==> src/rtl/gpio_port_pkg.sv <==
package gpio_port_pkg;

  typedef enum logic [2:0] {
    SEL_DATA,
    SEL_SET,
    SEL_CLR,
    SEL_TGL,
    SEL_IN,
    SEL_DIR,
    SEL_NONE
  } reg_sel_e;

  localparam logic [31:0] OFF_DATA = 32'h00;
  localparam logic [31:0] OFF_SET  = 32'h04;
  localparam logic [31:0] OFF_CLR  = 32'h08;
  localparam logic [31:0] OFF_TGL  = 32'h0C;
  localparam logic [31:0] OFF_IN   = 32'h10;
  localparam logic [31:0] OFF_DIR  = 32'h14;

  // Maps a byte offset to a register; misaligned or unknown offsets map to none.
  function automatic reg_sel_e decode_offset(input logic [31:0] off);
    reg_sel_e s;
    case (off)
      OFF_DATA: s = SEL_DATA;
      OFF_SET:  s = SEL_SET;
      OFF_CLR:  s = SEL_CLR;
      OFF_TGL:  s = SEL_TGL;
      OFF_IN:   s = SEL_IN;
      OFF_DIR:  s = SEL_DIR;
      default:  s = SEL_NONE;
    endcase
    return s;
  endfunction

endpackage

==> src/rtl/gpio_bus_decode.sv <==
module gpio_bus_decode
  import gpio_port_pkg::*;
#(
  parameter int unsigned ADDR_W = 8
) (
  input  logic              clk,
  input  logic              rst_n,
  input  logic              valid,
  input  logic              write,
  input  logic [ADDR_W-1:0] addr,
  output reg_sel_e          sel,
  output logic              wr_data,
  output logic              wr_set,
  output logic              wr_clr,
  output logic              wr_tgl,
  output logic              wr_dir,
  output logic              rd_req
);

  logic [31:0] addr_ext;
  logic        wr_req;

  assign addr_ext = 32'(addr);
  assign sel      = decode_offset(addr_ext);
  assign wr_req   = valid & write;
  assign rd_req   = valid & ~write;

  assign wr_data = wr_req & (sel == SEL_DATA);
  assign wr_set  = wr_req & (sel == SEL_SET);
  assign wr_clr  = wr_req & (sel == SEL_CLR);
  assign wr_tgl  = wr_req & (sel == SEL_TGL);
  assign wr_dir  = wr_req & (sel == SEL_DIR);

  // at most one register strobe per cycle; unmapped writes give none
  p_one_strobe_r8: assert property (@(posedge clk) disable iff (!rst_n)
    $onehot0({wr_data, wr_set, wr_clr, wr_tgl, wr_dir}));

  p_no_rw_overlap_r9: assert property (@(posedge clk) disable iff (!rst_n)
    rd_req |-> !(wr_data | wr_set | wr_clr | wr_tgl | wr_dir));

endmodule

==> src/rtl/gpio_out_reg.sv <==
module gpio_out_reg #(
  parameter int unsigned NUM_PINS = 32
) (
  input  logic                clk,
  input  logic                rst_n,
  input  logic                wr_data,
  input  logic                wr_set,
  input  logic                wr_clr,
  input  logic                wr_tgl,
  input  logic [NUM_PINS-1:0] wdata,
  output logic [NUM_PINS-1:0] q
);

  // Load first, then set, clear and toggle, in that order.
  function automatic logic [NUM_PINS-1:0] apply_ops(
    input logic [NUM_PINS-1:0] cur,
    input logic                ld,
    input logic [NUM_PINS-1:0] ld_val,
    input logic [NUM_PINS-1:0] set_m,
    input logic [NUM_PINS-1:0] clr_m,
    input logic [NUM_PINS-1:0] tgl_m
  );
    logic [NUM_PINS-1:0] v;
    v = ld ? ld_val : cur;
    v = v | set_m;
    v = v & ~clr_m;
    v = v ^ tgl_m;
    return v;
  endfunction

  logic [NUM_PINS-1:0] set_mask, clr_mask, tgl_mask, q_next;

  assign set_mask = wr_set ? wdata : '0;
  assign clr_mask = wr_clr ? wdata : '0;
  assign tgl_mask = wr_tgl ? wdata : '0;
  assign q_next   = apply_ops(q, wr_data, wdata, set_mask, clr_mask, tgl_mask);

  always_ff @(posedge clk or negedge rst_n) begin
    if (!rst_n) q <= '0;
    else        q <= q_next;
  end

  p_load_r2: assert property (@(posedge clk) disable iff (!rst_n)
    wr_data |=> q == $past(wdata));

  p_set_r3: assert property (@(posedge clk) disable iff (!rst_n)
    wr_set |=> ((q & $past(wdata)) == $past(wdata)) &&
               ((q & ~$past(wdata)) == ($past(q) & ~$past(wdata))));

  p_clr_r4: assert property (@(posedge clk) disable iff (!rst_n)
    wr_clr |=> ((q & $past(wdata)) == '0) &&
               ((q & ~$past(wdata)) == ($past(q) & ~$past(wdata))));

  p_tgl_r5: assert property (@(posedge clk) disable iff (!rst_n)
    wr_tgl |=> (q ^ $past(q)) == $past(wdata));

  p_hold_r8: assert property (@(posedge clk) disable iff (!rst_n)
    !(wr_data | wr_set | wr_clr | wr_tgl) |=> $stable(q));

endmodule

==> src/rtl/gpio_in_sync.sv <==
module gpio_in_sync #(
  parameter int unsigned NUM_PINS = 32,
  parameter int unsigned STAGES   = 2
) (
  input  logic                clk,
  input  logic                rst_n,
  input  logic [NUM_PINS-1:0] d,
  output logic [NUM_PINS-1:0] q
);

  localparam int unsigned WARM_W = $clog2(STAGES + 1);

  logic [NUM_PINS-1:0] stg [STAGES];
  logic [WARM_W-1:0]   warm;

  for (genvar s = 0; s < STAGES; s++) begin : g_stage
    if (s == 0) begin : g_first
      always_ff @(posedge clk or negedge rst_n) begin
        if (!rst_n) stg[s] <= '0;
        else        stg[s] <= d;
      end
    end else begin : g_next
      always_ff @(posedge clk or negedge rst_n) begin
        if (!rst_n) stg[s] <= '0;
        else        stg[s] <= stg[s-1];
      end
    end
  end

  assign q = stg[STAGES-1];

  // Counts edges since reset so the latency check never looks before reset.
  always_ff @(posedge clk or negedge rst_n) begin
    if (!rst_n)                       warm <= '0;
    else if (warm != WARM_W'(STAGES)) warm <= warm + 1'b1;
  end

  if (STAGES == 2) begin : g_lat_chk
    p_lag_two_r6: assert property (@(posedge clk) disable iff (!rst_n)
      (warm == WARM_W'(STAGES)) |-> q == $past(d, 2));
  end

endmodule

==> src/rtl/gpio_port_regs.sv <==
module gpio_port_regs
  import gpio_port_pkg::*;
#(
  parameter int unsigned NUM_PINS    = 32,
  parameter int unsigned ADDR_W      = 8,
  parameter int unsigned SYNC_STAGES = 2
) (
  input  logic                clk,
  input  logic                rst_n,
  input  logic                bus_valid,
  input  logic                bus_write,
  input  logic [ADDR_W-1:0]   bus_addr,
  input  logic [NUM_PINS-1:0] bus_wdata,
  output logic [NUM_PINS-1:0] bus_rdata,
  input  logic [NUM_PINS-1:0] pin_in,
  output logic [NUM_PINS-1:0] pin_out,
  output logic [NUM_PINS-1:0] pin_oe
);

  reg_sel_e            sel;
  logic                wr_data, wr_set, wr_clr, wr_tgl, wr_dir, rd_req;
  logic [NUM_PINS-1:0] in_sync;
  logic [NUM_PINS-1:0] dir_q;

  gpio_bus_decode #(.ADDR_W(ADDR_W)) u_dec (
    .clk     (clk),
    .rst_n   (rst_n),
    .valid   (bus_valid),
    .write   (bus_write),
    .addr    (bus_addr),
    .sel     (sel),
    .wr_data (wr_data),
    .wr_set  (wr_set),
    .wr_clr  (wr_clr),
    .wr_tgl  (wr_tgl),
    .wr_dir  (wr_dir),
    .rd_req  (rd_req)
  );

  gpio_out_reg #(.NUM_PINS(NUM_PINS)) u_out (
    .clk     (clk),
    .rst_n   (rst_n),
    .wr_data (wr_data),
    .wr_set  (wr_set),
    .wr_clr  (wr_clr),
    .wr_tgl  (wr_tgl),
    .wdata   (bus_wdata),
    .q       (pin_out)
  );

  gpio_in_sync #(.NUM_PINS(NUM_PINS), .STAGES(SYNC_STAGES)) u_sync (
    .clk   (clk),
    .rst_n (rst_n),
    .d     (pin_in),
    .q     (in_sync)
  );

  always_ff @(posedge clk or negedge rst_n) begin
    if (!rst_n)      dir_q <= '0;
    else if (wr_dir) dir_q <= bus_wdata;
  end

  assign pin_oe = dir_q;

  always_comb begin
    bus_rdata = '0;
    if (rd_req) begin
      case (sel)
        SEL_DATA: bus_rdata = pin_out;
        SEL_IN:   bus_rdata = in_sync;
        SEL_DIR:  bus_rdata = dir_q;
        default:  bus_rdata = '0;
      endcase
    end
  end

  p_dir_r7: assert property (@(posedge clk) disable iff (!rst_n)
    wr_dir |=> pin_oe == $past(bus_wdata));

  p_dir_hold_r7: assert property (@(posedge clk) disable iff (!rst_n)
    !wr_dir |=> $stable(pin_oe));

  p_idle_rd_r9: assert property (@(posedge clk) disable iff (!rst_n)
    !(bus_valid && !bus_write) |-> bus_rdata == '0);

  p_wo_read_r8: assert property (@(posedge clk) disable iff (!rst_n)
    (bus_valid && !bus_write &&
     (bus_addr == ADDR_W'(4) || bus_addr == ADDR_W'(8) || bus_addr == ADDR_W'(12)))
    |-> bus_rdata == '0);

endmodule

==> config.mk <==
export PLATFORM = sky130hd
export DESIGN_NAME = gpio_port_regs
export DESIGN_NICKNAME = d
export VERILOG_FILES = /design/src/rtl/gpio_port_pkg.sv /design/src/rtl/gpio_bus_decode.sv /design/src/rtl/gpio_out_reg.sv /design/src/rtl/gpio_in_sync.sv /design/src/rtl/gpio_port_regs.sv
export SDC_FILE = /design/constraint.sdc
export NUM_CORES = 1
export LEC_CHECK = 0
export ABC_AREA = 1
export BUFFER_PORTS_ARGS = -buffer_cell sky130_fd_sc_hd__buf_2
export CORE_ASPECT_RATIO = 2
export CORE_MARGIN = 2
export CORE_UTILIZATION = 52
export CTS_CLUSTER_SIZE = 16
export DETAILED_ROUTE_END_ITERATION = 10
export PLACE_DENSITY = 0.78
export SLEW_MARGIN = 10
export SYNTH_ARGS = -nofsm -noshare
export SYNTH_HDL_FRONTEND = slang
export SYNTH_SLANG_ARGS = --single-unit
==> constraint.sdc <==
create_clock -name clk -period 1.45 [get_ports clk]
set_input_delay 0.2175 -clock clk [delete_from_list [all_inputs] [get_ports clk]]
set_output_delay 0.2175 -clock clk [all_outputs]
set_load 0.03 [all_outputs]
==> flow_summary_export.csv, run 1 <==
group,metric,value,unit
outcome,status,"finished, violations left",
outcome,violations,"negative setup slack",
logic_synthesis,synth_area,6055,µm²
logic_synthesis,yosysSeqAreaShare,0.5290,
logic_synthesis,synthCells,783,
sta,finalMaxSlewViolations,0,
global_routing,grt_pass1_vias,6288,
critical_path,critical_path_class,"primary input to output port",
critical_path,crit_arrival,1590,ps
power,p_leak,5.026,nW
critical_path,cp-end-kind,"output port",
flow_run,maxCapViolCount,0,
logic_synthesis,synth-seq-cells,128,
route,drc,0,
power,powerDensity,961.8,nW/µm²
critical_path,crit_path_start_kind,"primary input",
sta,final.setup.tns,-9745,ps
power,power,0.008490,W
critical_path,critPathMaxFanout,5,
critical_path,rr_endpoint,"u_out.q[6]",
cts,h-tree-depth,4,
global_routing,grt_first_pass_wirelength,30.68,mm
layout,design_area,8827,µm²
layout,antennaDiodeCount,0,
layout,fin_nets,1107,
worst_hold_path,worstHoldPathCells,3,
sta,grt_setup_unrepaired,"true",
cts,clk_latency,420,ps
power,internal_power,0.006335,W
power,ir_worst_vdd,1.060,mV
cts,cts_root_buf,"clkbuf_16",
sta,max_freq,0.5524,GHz
floorplan,die_w,80.30,µm
route,avgRoutedWirePerCell,18.15,µm
cts,clockBufferDepth,2,
cts,numCtsBuffers,17,
critical_path,r2r_cells,5,
sta,hold_viol_final,0,
logic_synthesis,ys_types,20,
worst_hold_path,whs_endpoint,"pin_oe[26]",
route,dr_total_vias,6552,
floorplan,core,11350,µm²
floorplan,row_count,55,
route,drt_pass1_iterations,6,
sta,post-route-min-period,1810,ps
floorplan,top_level_ports,172,
place,placed_area,7432,µm²
global_routing,antenna_found_initial,0,
worst_hold_path,hold_class,"primary input to flop",
floorplan,start_util,0.5332,
layout,most-common-layout-cells,"298 x nand2_1, 136 x buf_2, 135 x nand3_1, 128 x dfrtp_1, 55 x inv_1",
global_routing,grt_use_total,0.3282,
power,pwr-share-comb,0.077,
global_routing,grt_max_degree,43,
worst_hold_path,min_from,"bus_wdata[26]",
place,hpwlAfterDp,13.03,mm
logic_synthesis,syn_area_per_cell,7.733,µm²
route,drt_iter0_markers,478,
logic_synthesis,ys_warn_count,0,
critical_path,rrSetupSlack,570,ps
sta,period_share,1.248,
layout,drive_gt1_frac,0.2982,
power,p_clk_frac,0.479,
power,p_sw,0.002154,W
sta,setup_viol,32,
place,gp_congestion,0.8171,
global_routing,overflow,0,
floorplan,die_h,156.6,µm
critical_path,required,1230,ps
sta,hold_ws,77.93,ps
sta,slew_headroom,0.7122,
floorplan,dieArea,12580,µm²
sta,worst_clock_skew,5.505,ps
cts,cts.sinks,128,
power,switching_share,0.2538,
layout,layout_commonest_cell,"nand2_1",
power,power_frac_seq,0.444,
cts,cts_tree,"built",
layout,area_growth,45.79,%
critical_path,r2r-start,"u_out.q[6]",
route,antenna_left,0,
sta,timing.final.ws_setup,-360.2,ps
cts,cts.reportedPaths.clkPinSlew,60,ps
place,io_buffers,171,
route,vias_per_cell,5.529,
route,wl,21.51,mm
logic_synthesis,synthesis.nets,859,
sta,worst_pin_slew,431.7,ps
registers in the layout (all words and copies together), names as in the netlist:
signal,count
u_out.q,32
u_sync.stg,32
pin_oe,32
u_sync.q,32
worst max-delay path by stage:
stage | from | endpoint | slack, ps | depth (start not counted)
floorplan | bus_addr[7] | bus_rdata[0] | 7 | 8
global placement | bus_addr[7] | bus_rdata[14] | -240 | 11
detailed placement | bus_addr[7] | bus_rdata[14] | -300 | 12
CTS | bus_addr[7] | bus_rdata[24] | -260 | 13
global route | bus_addr[6] | bus_rdata[16] | -420 | 13
finish | bus_addr[6] | bus_rdata[16] | -360 | 13
cells by family (layout without fill, tap and decap cells):
group / count (synthesis) / count (layout) / share of synthesized area
simple gates: 487 / 487 / 0.3461
buf+inv: 132 / 392 / 0.09506
flops: 128 / 128 / 0.5290
compound gates: 36 / 36 / 0.02976
routing by layer:
| layer | track usage | up-vias | share of wire |
|---|---|---|---|
| li1 | - | 2922 | - |
| met4 | 0.2187 | 0 | 0.074 |
| met2 | 0.5956 | 414 | 0.54 |
| met1 | 0.3266 | 3107 | 0.32 |
| met3 | 0.06344 | 109 | 0.072 |
| met5 | 0 | - | 0 |
critical path, stage by stage:
cell,delay (ps)
buf_6,100
nor2_4,180
nand3_4,120
inv_4,70
nand3_2,80
inv_2,80
nor2_2,50
nor2_4,130
buf_6,140
clkbuf_16,170
nand2_1,70
inv_1,70
buf_6,130
per-stage QoR:
stage | worst slack (ps) | cells | utilization
6_report | -360.2 | 1185 | 0.7774
5_1_grt | -419.5 | 1185 | 0.7774
4_1_cts | -263.1 | 1179 | 0.7548
3_5_place_dp | -303.7 | 1109 | 0.6545
3_3_place_gp | -238.7 | 1109 | 0.6545
2_1_floorplan | 6.744 | 783 | -
synth_stat cells (all sizes together):
cell type	number	share of area
nor3	1	0.00083
o21ai	36	0.030
clkinv	25	0.015
clkbuf	4	0.0025
buf	32	0.033
nand3	142	0.12
dfrtp	128	0.53
nor2	32	0.029
nand2	312	0.20
inv	71	0.044
power by group through the flow:
stage               Combinational, W  Sequential [W]  Clock [W]
finish                      0.000653         0.00377    0.00407
global route                0.000698         0.00378    0.00427
CTS                         0.000617         0.00376    0.00411
detailed placement          0.000540         0.00383          0
global placement            0.000530         0.00382          0
floorplan                   0.000123         0.00388          0
area by class of cell:
class / instances / area, µm²
clock inverter: 13 / 131.4
inverter: 96 / 362.8
timing repair buffer: 265 / 2130
tap: 142 / 177.7
fill: 778 / 2527
sequential: 128 / 3203
multi-input combinational: 523 / 2394
clock buffer: 18 / 429.2
repair_timing:
item,4_1_cts,5_1_grt
hold endpoints to repair,68,0
cloned,1,4
gates resized for setup,63,52
setup buffers,5,3
pin swaps,3,4
hold buffers,33,0
setup endpoints to repair,32,32
(Power assumes the default switching activity.)
==> run 2: changes to the inputs <==
--- a/config.mk
+++ b/config.mk
@@ -9,11 +9,12 @@
 export BUFFER_PORTS_ARGS = -buffer_cell sky130_fd_sc_hd__buf_2
 export CORE_ASPECT_RATIO = 2
 export CORE_MARGIN = 2
-export CORE_UTILIZATION = 52
+export CORE_UTILIZATION = 54
 export CTS_CLUSTER_SIZE = 16
 export DETAILED_ROUTE_END_ITERATION = 10
-export PLACE_DENSITY = 0.78
+export PLACE_DENSITY = 0.79
 export SLEW_MARGIN = 10
 export SYNTH_ARGS = -nofsm -noshare
 export SYNTH_HDL_FRONTEND = slang
+export SYNTH_HIERARCHICAL = 1
 export SYNTH_SLANG_ARGS = --single-unit
==> flow_summary_export.csv, run 2 <==
group,metric,value,unit
global_routing,antenna_found_initial,0,
global_routing,grt_max_degree,36,
cts,clk_latency,420,ps
cts,cts_root_buf,"clkbuf_16",
logic_synthesis,synthArstFlopShare,1.000,
logic_synthesis,ys_warn_count,6,
sta,period_share,1.269,
route,drc,0,
logic_synthesis,synth_common_cells,"263 x nand2_1, 128 x dfrtp_1, 128 x nand3_1, 69 x inv_1, 38 x buf_4",
logic_synthesis,synth_top_area_share,0.4655,
layout,drive_gt1_frac,0.4952,
route,dr_total_vias,7281,
layout,instances_no_fill,1196,
sta,worst_pin_slew,526.7,ps
critical_path,required,1230,ps
route,vias_per_cell,6.088,
cts,numCtsBuffers,17,
cts,h-tree-depth,4,
sta,hold_ws,107.3,ps
flow_run,maxCapViolCount,0,
logic_synthesis,syn_area_per_cell,8.473,µm²
cts,cts.sinks,128,
floorplan,die_w,83.82,µm
cts,cts_tree,"built",
route,drt_iter0_markers,761,
route,antenna_left,0,
critical_path,crit_arrival,1620,ps
sta,setup_viol,96,
place,numPlacedInstances,1096,
floorplan,dieArea,13710,µm²
logic_synthesis,ys_types,23,
critical_path,critical_path_class,"primary input to output port",
sta,timing.final.ws_setup,-389.8,ps
floorplan,row_count,58,
logic_synthesis,synthCells,812,
cts,cts.reportedPaths.clkPinSlew,60,ps
logic_synthesis,synthTopCellsByArea,"dfrtp_1 47%, nand2_1 14%, nand3_1 9.3%",
layout,most-common-layout-cells,"207 x nand2_1, 131 x buf_2, 128 x dfrtp_1, 89 x nand3_1, 72 x nand2_2",
logic_synthesis,yosys.area.top_type,"dfrtp_1",
power,powerDensity,863.1,nW/µm²
critical_path,critPathMaxFanout,5,
critical_path,crit_path_start_kind,"primary input",
floorplan,core,12480,µm²
global_routing,grt_pass1_vias,6951,
floorplan,die_h,163.6,µm
logic_synthesis,synth_edf_count,0,
cts,clockBufferDepth,2,
sta,slew_headroom,0.6451,
floorplan,start_util,0.5512,
power,p_leak,5.631,nW
layout,antennaDiodeCount,0,
logic_synthesis,synth_most_common_cell,"nand2_1",
sta,worst_clock_skew,6.521,ps
route,drt_pass1_iterations,6,
global_routing,overflow,0,
logic_synthesis,synthesis.nets,888,
global_routing,grt_use_total,0.3173,
sta,hold_viol_final,0,
route,avgRoutedWirePerCell,21.67,µm
sta,max_freq,0.5435,GHz
layout,area_growth,50.30,%
sta,grt_setup_unrepaired,"true",
outcome,status,"finished, violations left",
place,hpwlAfterDp,12.89,mm
sta,post-route-min-period,1840,ps
critical_path,cp-end-kind,"output port",
logic_synthesis,synth_area,6880,µm²
floorplan,top_level_ports,172,
layout,layout_commonest_cell,"nand2_1",
logic_synthesis,synth-seq-cells,128,
global_routing,grt_first_pass_wirelength,33.89,mm
logic_synthesis,dominantRegCellSynth,"dfrtp_1",
worst_hold_path,hold_class,"primary input to flop",
place,io_buffers,171,
sta,finalMaxSlewViolations,0,
place,gp_congestion,0.8560,
layout,fin_nets,1110,
route,wl,25.92,mm
logic_synthesis,yosysSeqAreaShare,0.4655,
power,ir_worst_vdd,0.9588,mV
outcome,violations,"negative setup slack",
==> run 2: cell count changes after synthesis, moves of 27 or more <==
cell | previous run | this run
nand2_2 | 4 | 31
nand2_1 | 308 | 263
nand4_1 | 0 | 34
nand3_2 | 2 | 32
mux2_2 | 0 | 30
buf_4 | 6 | 38
==> run 2: cells by family (layout without fill, tap and decap cells) <==
kind of cell,Yosys count,after routing,synth area share
AND/OR/NAND/NOR,499,499,0.3517
flip-flops,128,128,0.4655
buffers and inverters,151,385,0.1284
AO/OA/AOI/OAI,2,2,0.002000
multiplexers,32,32,0.05237
==> run 2: layout make-up <==
| class | instances | area [µm²] |
|---|---|---|
| Tap cell | 150 | 187.7 |
| Timing Repair Buffer | 281 | 2633 |
| Sequential cell | 128 | 3203 |
| Clock inverter | 12 | 135.1 |
| Fill cell | 675 | 2141 |
| Inverter | 73 | 297.8 |
| Multi-Input combinational cell | 533 | 3442 |
| Clock buffer | 19 | 442.9 |
==> run 2: repair_timing <==
action | CTS | global route
setup endpoints to repair | 32 | 92
gates cloned | 6 | 12
pin swaps | 22 | 78
hold buffers | 33 | 0
hold endpoints to repair | 88 | 0
setup buffers | 9 | 13
resized for setup | 102 | 164
==> run 2: worst paths after layout <==
check | startpoint | endpoint | slack (ps) | cells after the start
worst max-delay path | bus_addr[7] | bus_rdata[30] | -390 | 14
worst min-delay path | bus_wdata[4] | pin_oe[4] | 110 | 2
worst max register to register | u_out/q[10] | u_out/q[10] | 450 | 5
worst min register to register | u_sync/stg[36] | u_sync/q[4] | 350 | 0
max in group asynchronous | rst_n | u_sync/q[16] | 650 | 3
min in group asynchronous | rst_n | u_out/q[2] | 270 | 2
==> run 2: critical path, cell delays in order <==
cell,delay (ps)
buf_6,100
nor2_4,120
nand2_2,80
a21oi_2,150
nand2_2,100
clkinv_4,90
nor2_8,60
buf_12,140
clkbuf_16,150
nand3_1,90
nand3_1,70
nand2_1,80
inv_2,40
buf_6,130
==> run 2: per-layer routing <==
metal  part of all wire  vias up  GRT usage
li1                   -     3031          -
met1               0.32     3451     0.3481
met2               0.50      595     0.5629
met3              0.094      204    0.04699
met4              0.085        0     0.2082
met5                  0        -          0
==> run 2: report_power, final <==
part | switching, W | leakage (nW) | internal, W | total, W
Sequential | 0.000104 | 1.63 | 0.00371 | 0.00382
Combinational | 0.000528 | 3.72 | 0.000341 | 0.000869
Clock | 0.00166 | 0.272 | 0.00258 | 0.00424
Total | 0.00230 | 5.63 | 0.00663 | 0.00893
==> run 2: stage by stage <==
stage               setup TNS [ps]  utilization  worst slack [ps]  power [W]  instance area (µm²)
floorplan                   -451.6            -            -24.37   0.004179                 6932
global placement            -27430       0.6304            -370.9   0.004499                 7869
detailed placement          -31510       0.6304            -428.1   0.004516                 7869
CTS                         -10090       0.7492            -324.8   0.008807                 9351
global route                -21700       0.8285            -472.8   0.009149                10340
finish                      -16220       0.8285            -389.8   0.008926                10340
==> run 3: changes to the inputs <==
--- a/config.mk
+++ b/config.mk
@@ -18,3 +18,4 @@
 export SYNTH_HDL_FRONTEND = slang
 export SYNTH_HIERARCHICAL = 1
 export SYNTH_SLANG_ARGS = --single-unit
+export TNS_END_PERCENT = 30
==> flow_summary_export.csv, run 3 (same netlist as run 2, synthesis figures left out) <==
group,metric,value,unit
outcome,status,"finished, violations left",
outcome,violations,"negative setup slack",
route,drc,0,
sta,period_share,1.268,
cts,cts_tree,"built",
global_routing,antenna_found_initial,2,
global_routing,overflow,0,
cts,cts.reportedPaths.clkPinSlew,60,ps
floorplan,top_level_ports,172,
worst_hold_path,whs_endpoint,"pin_oe[4]",
route,drt_pass1_iterations,7,
place,io_buffers,171,
flow_run,maxCapViolCount,0,
critical_path,critPathMaxFanout,7,
cts,cts_root_buf,"clkbuf_16",
sta,grt_setup_unrepaired,"true",
cts,h-tree-depth,4,
critical_path,rr_endpoint,"u_out/q[31]",
floorplan,die_h,163.6,µm
global_routing,grt_first_pass_wirelength,31.17,mm
worst_hold_path,hold_class,"primary input to flop",
critical_path,cp-end-kind,"output port",
critical_path,required,1230,ps
cts,numCtsBuffers,17,
critical_path,critPathBufInv,6,
sta,setup_viol,32,
sta,worst_clock_skew,5.935,ps
sta,timing.final.ws_setup,-388.7,ps
floorplan,core,12480,µm²
place,hpwlAfterDp,12.92,mm
power,p_leak,5.393,nW
layout,design_area,9859,µm²
worst_hold_path,min_from,"bus_wdata[4]",
layout,area_growth,43.30,%
route,drt_iter0_markers,691,
cts,cts.sinks,128,
global_routing,grt_use_total,0.2882,
layout,fillers,742,
critical_path,critical_path_class,"primary input to output port",
global_routing,grt_max_degree,51,
floorplan,die_w,83.82,µm
critical_path,crit_slowest_cell,"clkbuf_16",
power,ir_worst_vdd,1.126,mV
sta,finalMaxSlewViolations,0,
sta,slew_headroom,0.6298,
global_routing,grt_pass1_vias,6515,
sta,post-route-min-period,1839,ps
layout,most-common-layout-cells,"238 x nand2_1, 131 x buf_2, 128 x dfrtp_1, 88 x nand3_2, 65 x nand3_1",
floorplan,start_util,0.5512,
floorplan,dieArea,13710,µm²
layout,drive_gt1_frac,0.4761,
cts,clockBufferDepth,2,
cts,clk_latency,420,ps
layout,layout_commonest_cell,"nand2_1",
critical_path,critPathMaxStageDelay,160,ps
layout,fin_nets,1088,
critical_path,cpMostUsedCell,"nand2_2",
critical_path,cp_top_family,"buffers and inverters",
place,placed_area,7881,µm²
route,antenna_left,0,
route,vias_per_cell,5.882,
route,dr_total_vias,6923,
critical_path,r2r_cells,5,
critical_path,rrSetupSlack,500,ps
sta,hold_viol_final,0,
critical_path,crit_path_start_kind,"primary input",
place,gp_congestion,0.8262,
route,avgRoutedWirePerCell,19.43,µm
sta,final.setup.tns,-10350,ps
floorplan,row_count,58,
sta,max_freq,0.5439,GHz
route,wl,22.87,mm
critical_path,cp_cell_sequence,"buf_8 -> nor2_4 -> nand2_2 -> a21oi_2 -> nand2_2 -> clkinv_4 -> nor2_8 -> buf_6 -> clkbuf_16 -> nand3_2 -> nand3_2 -> nand2_2 -> inv_2 -> buf_6",
power,powerDensity,939.3,nW/µm²
critical_path,r2r-start,"u_out/q[31]",
power,power,0.009261,W
sta,worst_pin_slew,549.4,ps
critical_path,crit_arrival,1620,ps
worst_hold_path,worstHoldPathCells,2,
==> run 3: cell count changes in the layout (fill, tap and decap cells not counted), sizes merged <==
cell	change
bufinv	+2
buf	-18
clkbuf	-3
diode	+2
clkinvlp	-2
==> run 3: final cells by class <==
type / count / area (µm²) / area share
Clock inverter: 12 / 180.2 / 0.01827
Inverter: 73 / 286.5 / 0.02906
Timing Repair Buffer: 259 / 2246 / 0.2278
Sequential cell: 128 / 3203 / 0.3249
Clock buffer: 20 / 456.7 / 0.04632
Multi-Input combinational cell: 533 / 3294 / 0.3341
Antenna cell: 2 / 5.005 / 0.0005076
Tap cell: 150 / 187.7 / 0.01904
==> run 3: timing repair <==
item,CTS,global route
setup endpoints to repair,32,96
gates resized for setup,65,119
hold buffers,33,0
cloned,1,8
endpoints found under the hold margin,82,0
setup buffers,3,8
pin swaps,2,54
==> run 3: worst reg2reg max path: stages (launching register included) <==
cell	delay [ps]
dfrtp_1	440
nand2_1	100
nand3_2	100
nand2_1	60
nand2_1	70
nand2_1	60
==> run 3: worst max path at each step <==
stage | startpoint | end | cells after the start
after detailed placement | bus_addr[7] | bus_rdata[9] | 12
final | bus_addr[5] | bus_rdata[30] | 14
after CTS | bus_addr[7] | bus_rdata[29] | 12
after global placement | bus_addr[7] | bus_rdata[8] | 12
after global routing | bus_addr[5] | bus_rdata[26] | 14
after floorplan | bus_addr[1] | bus_rdata[10] | 10
==> run 3: where the power goes <==
part,internal [W],total [W],switching [W]
Clock,0.00298,0.00463,0.00165
Combinational,0.000324,0.000814,0.000490
Sequential,0.00371,0.00382,0.000107
==> run 3: layer usage <==
layer / vias up / share of wire / GRT usage
li1: 2991 / - / -
met1: 3348 / 0.34 / 0.3121
met2: 449 / 0.54 / 0.5218
met3: 135 / 0.069 / 0.05457
met4: 0 / 0.055 / 0.1591
met5: - / 0 / 0
==> run 3: per-stage QoR <==
step	worst slack, ps	instances	utilization	hold slack (ps)
floorplan	-24.37	812	-	-78.09
global placement	-349.1	1091	0.6314	116.8
detailed placement	-382.2	1091	0.6314	116.7
CTS	-310.5	1160	0.7287	88.10
global route	-487.0	1177	0.7899	104.1
finish	-388.7	1177	0.7899	97.86
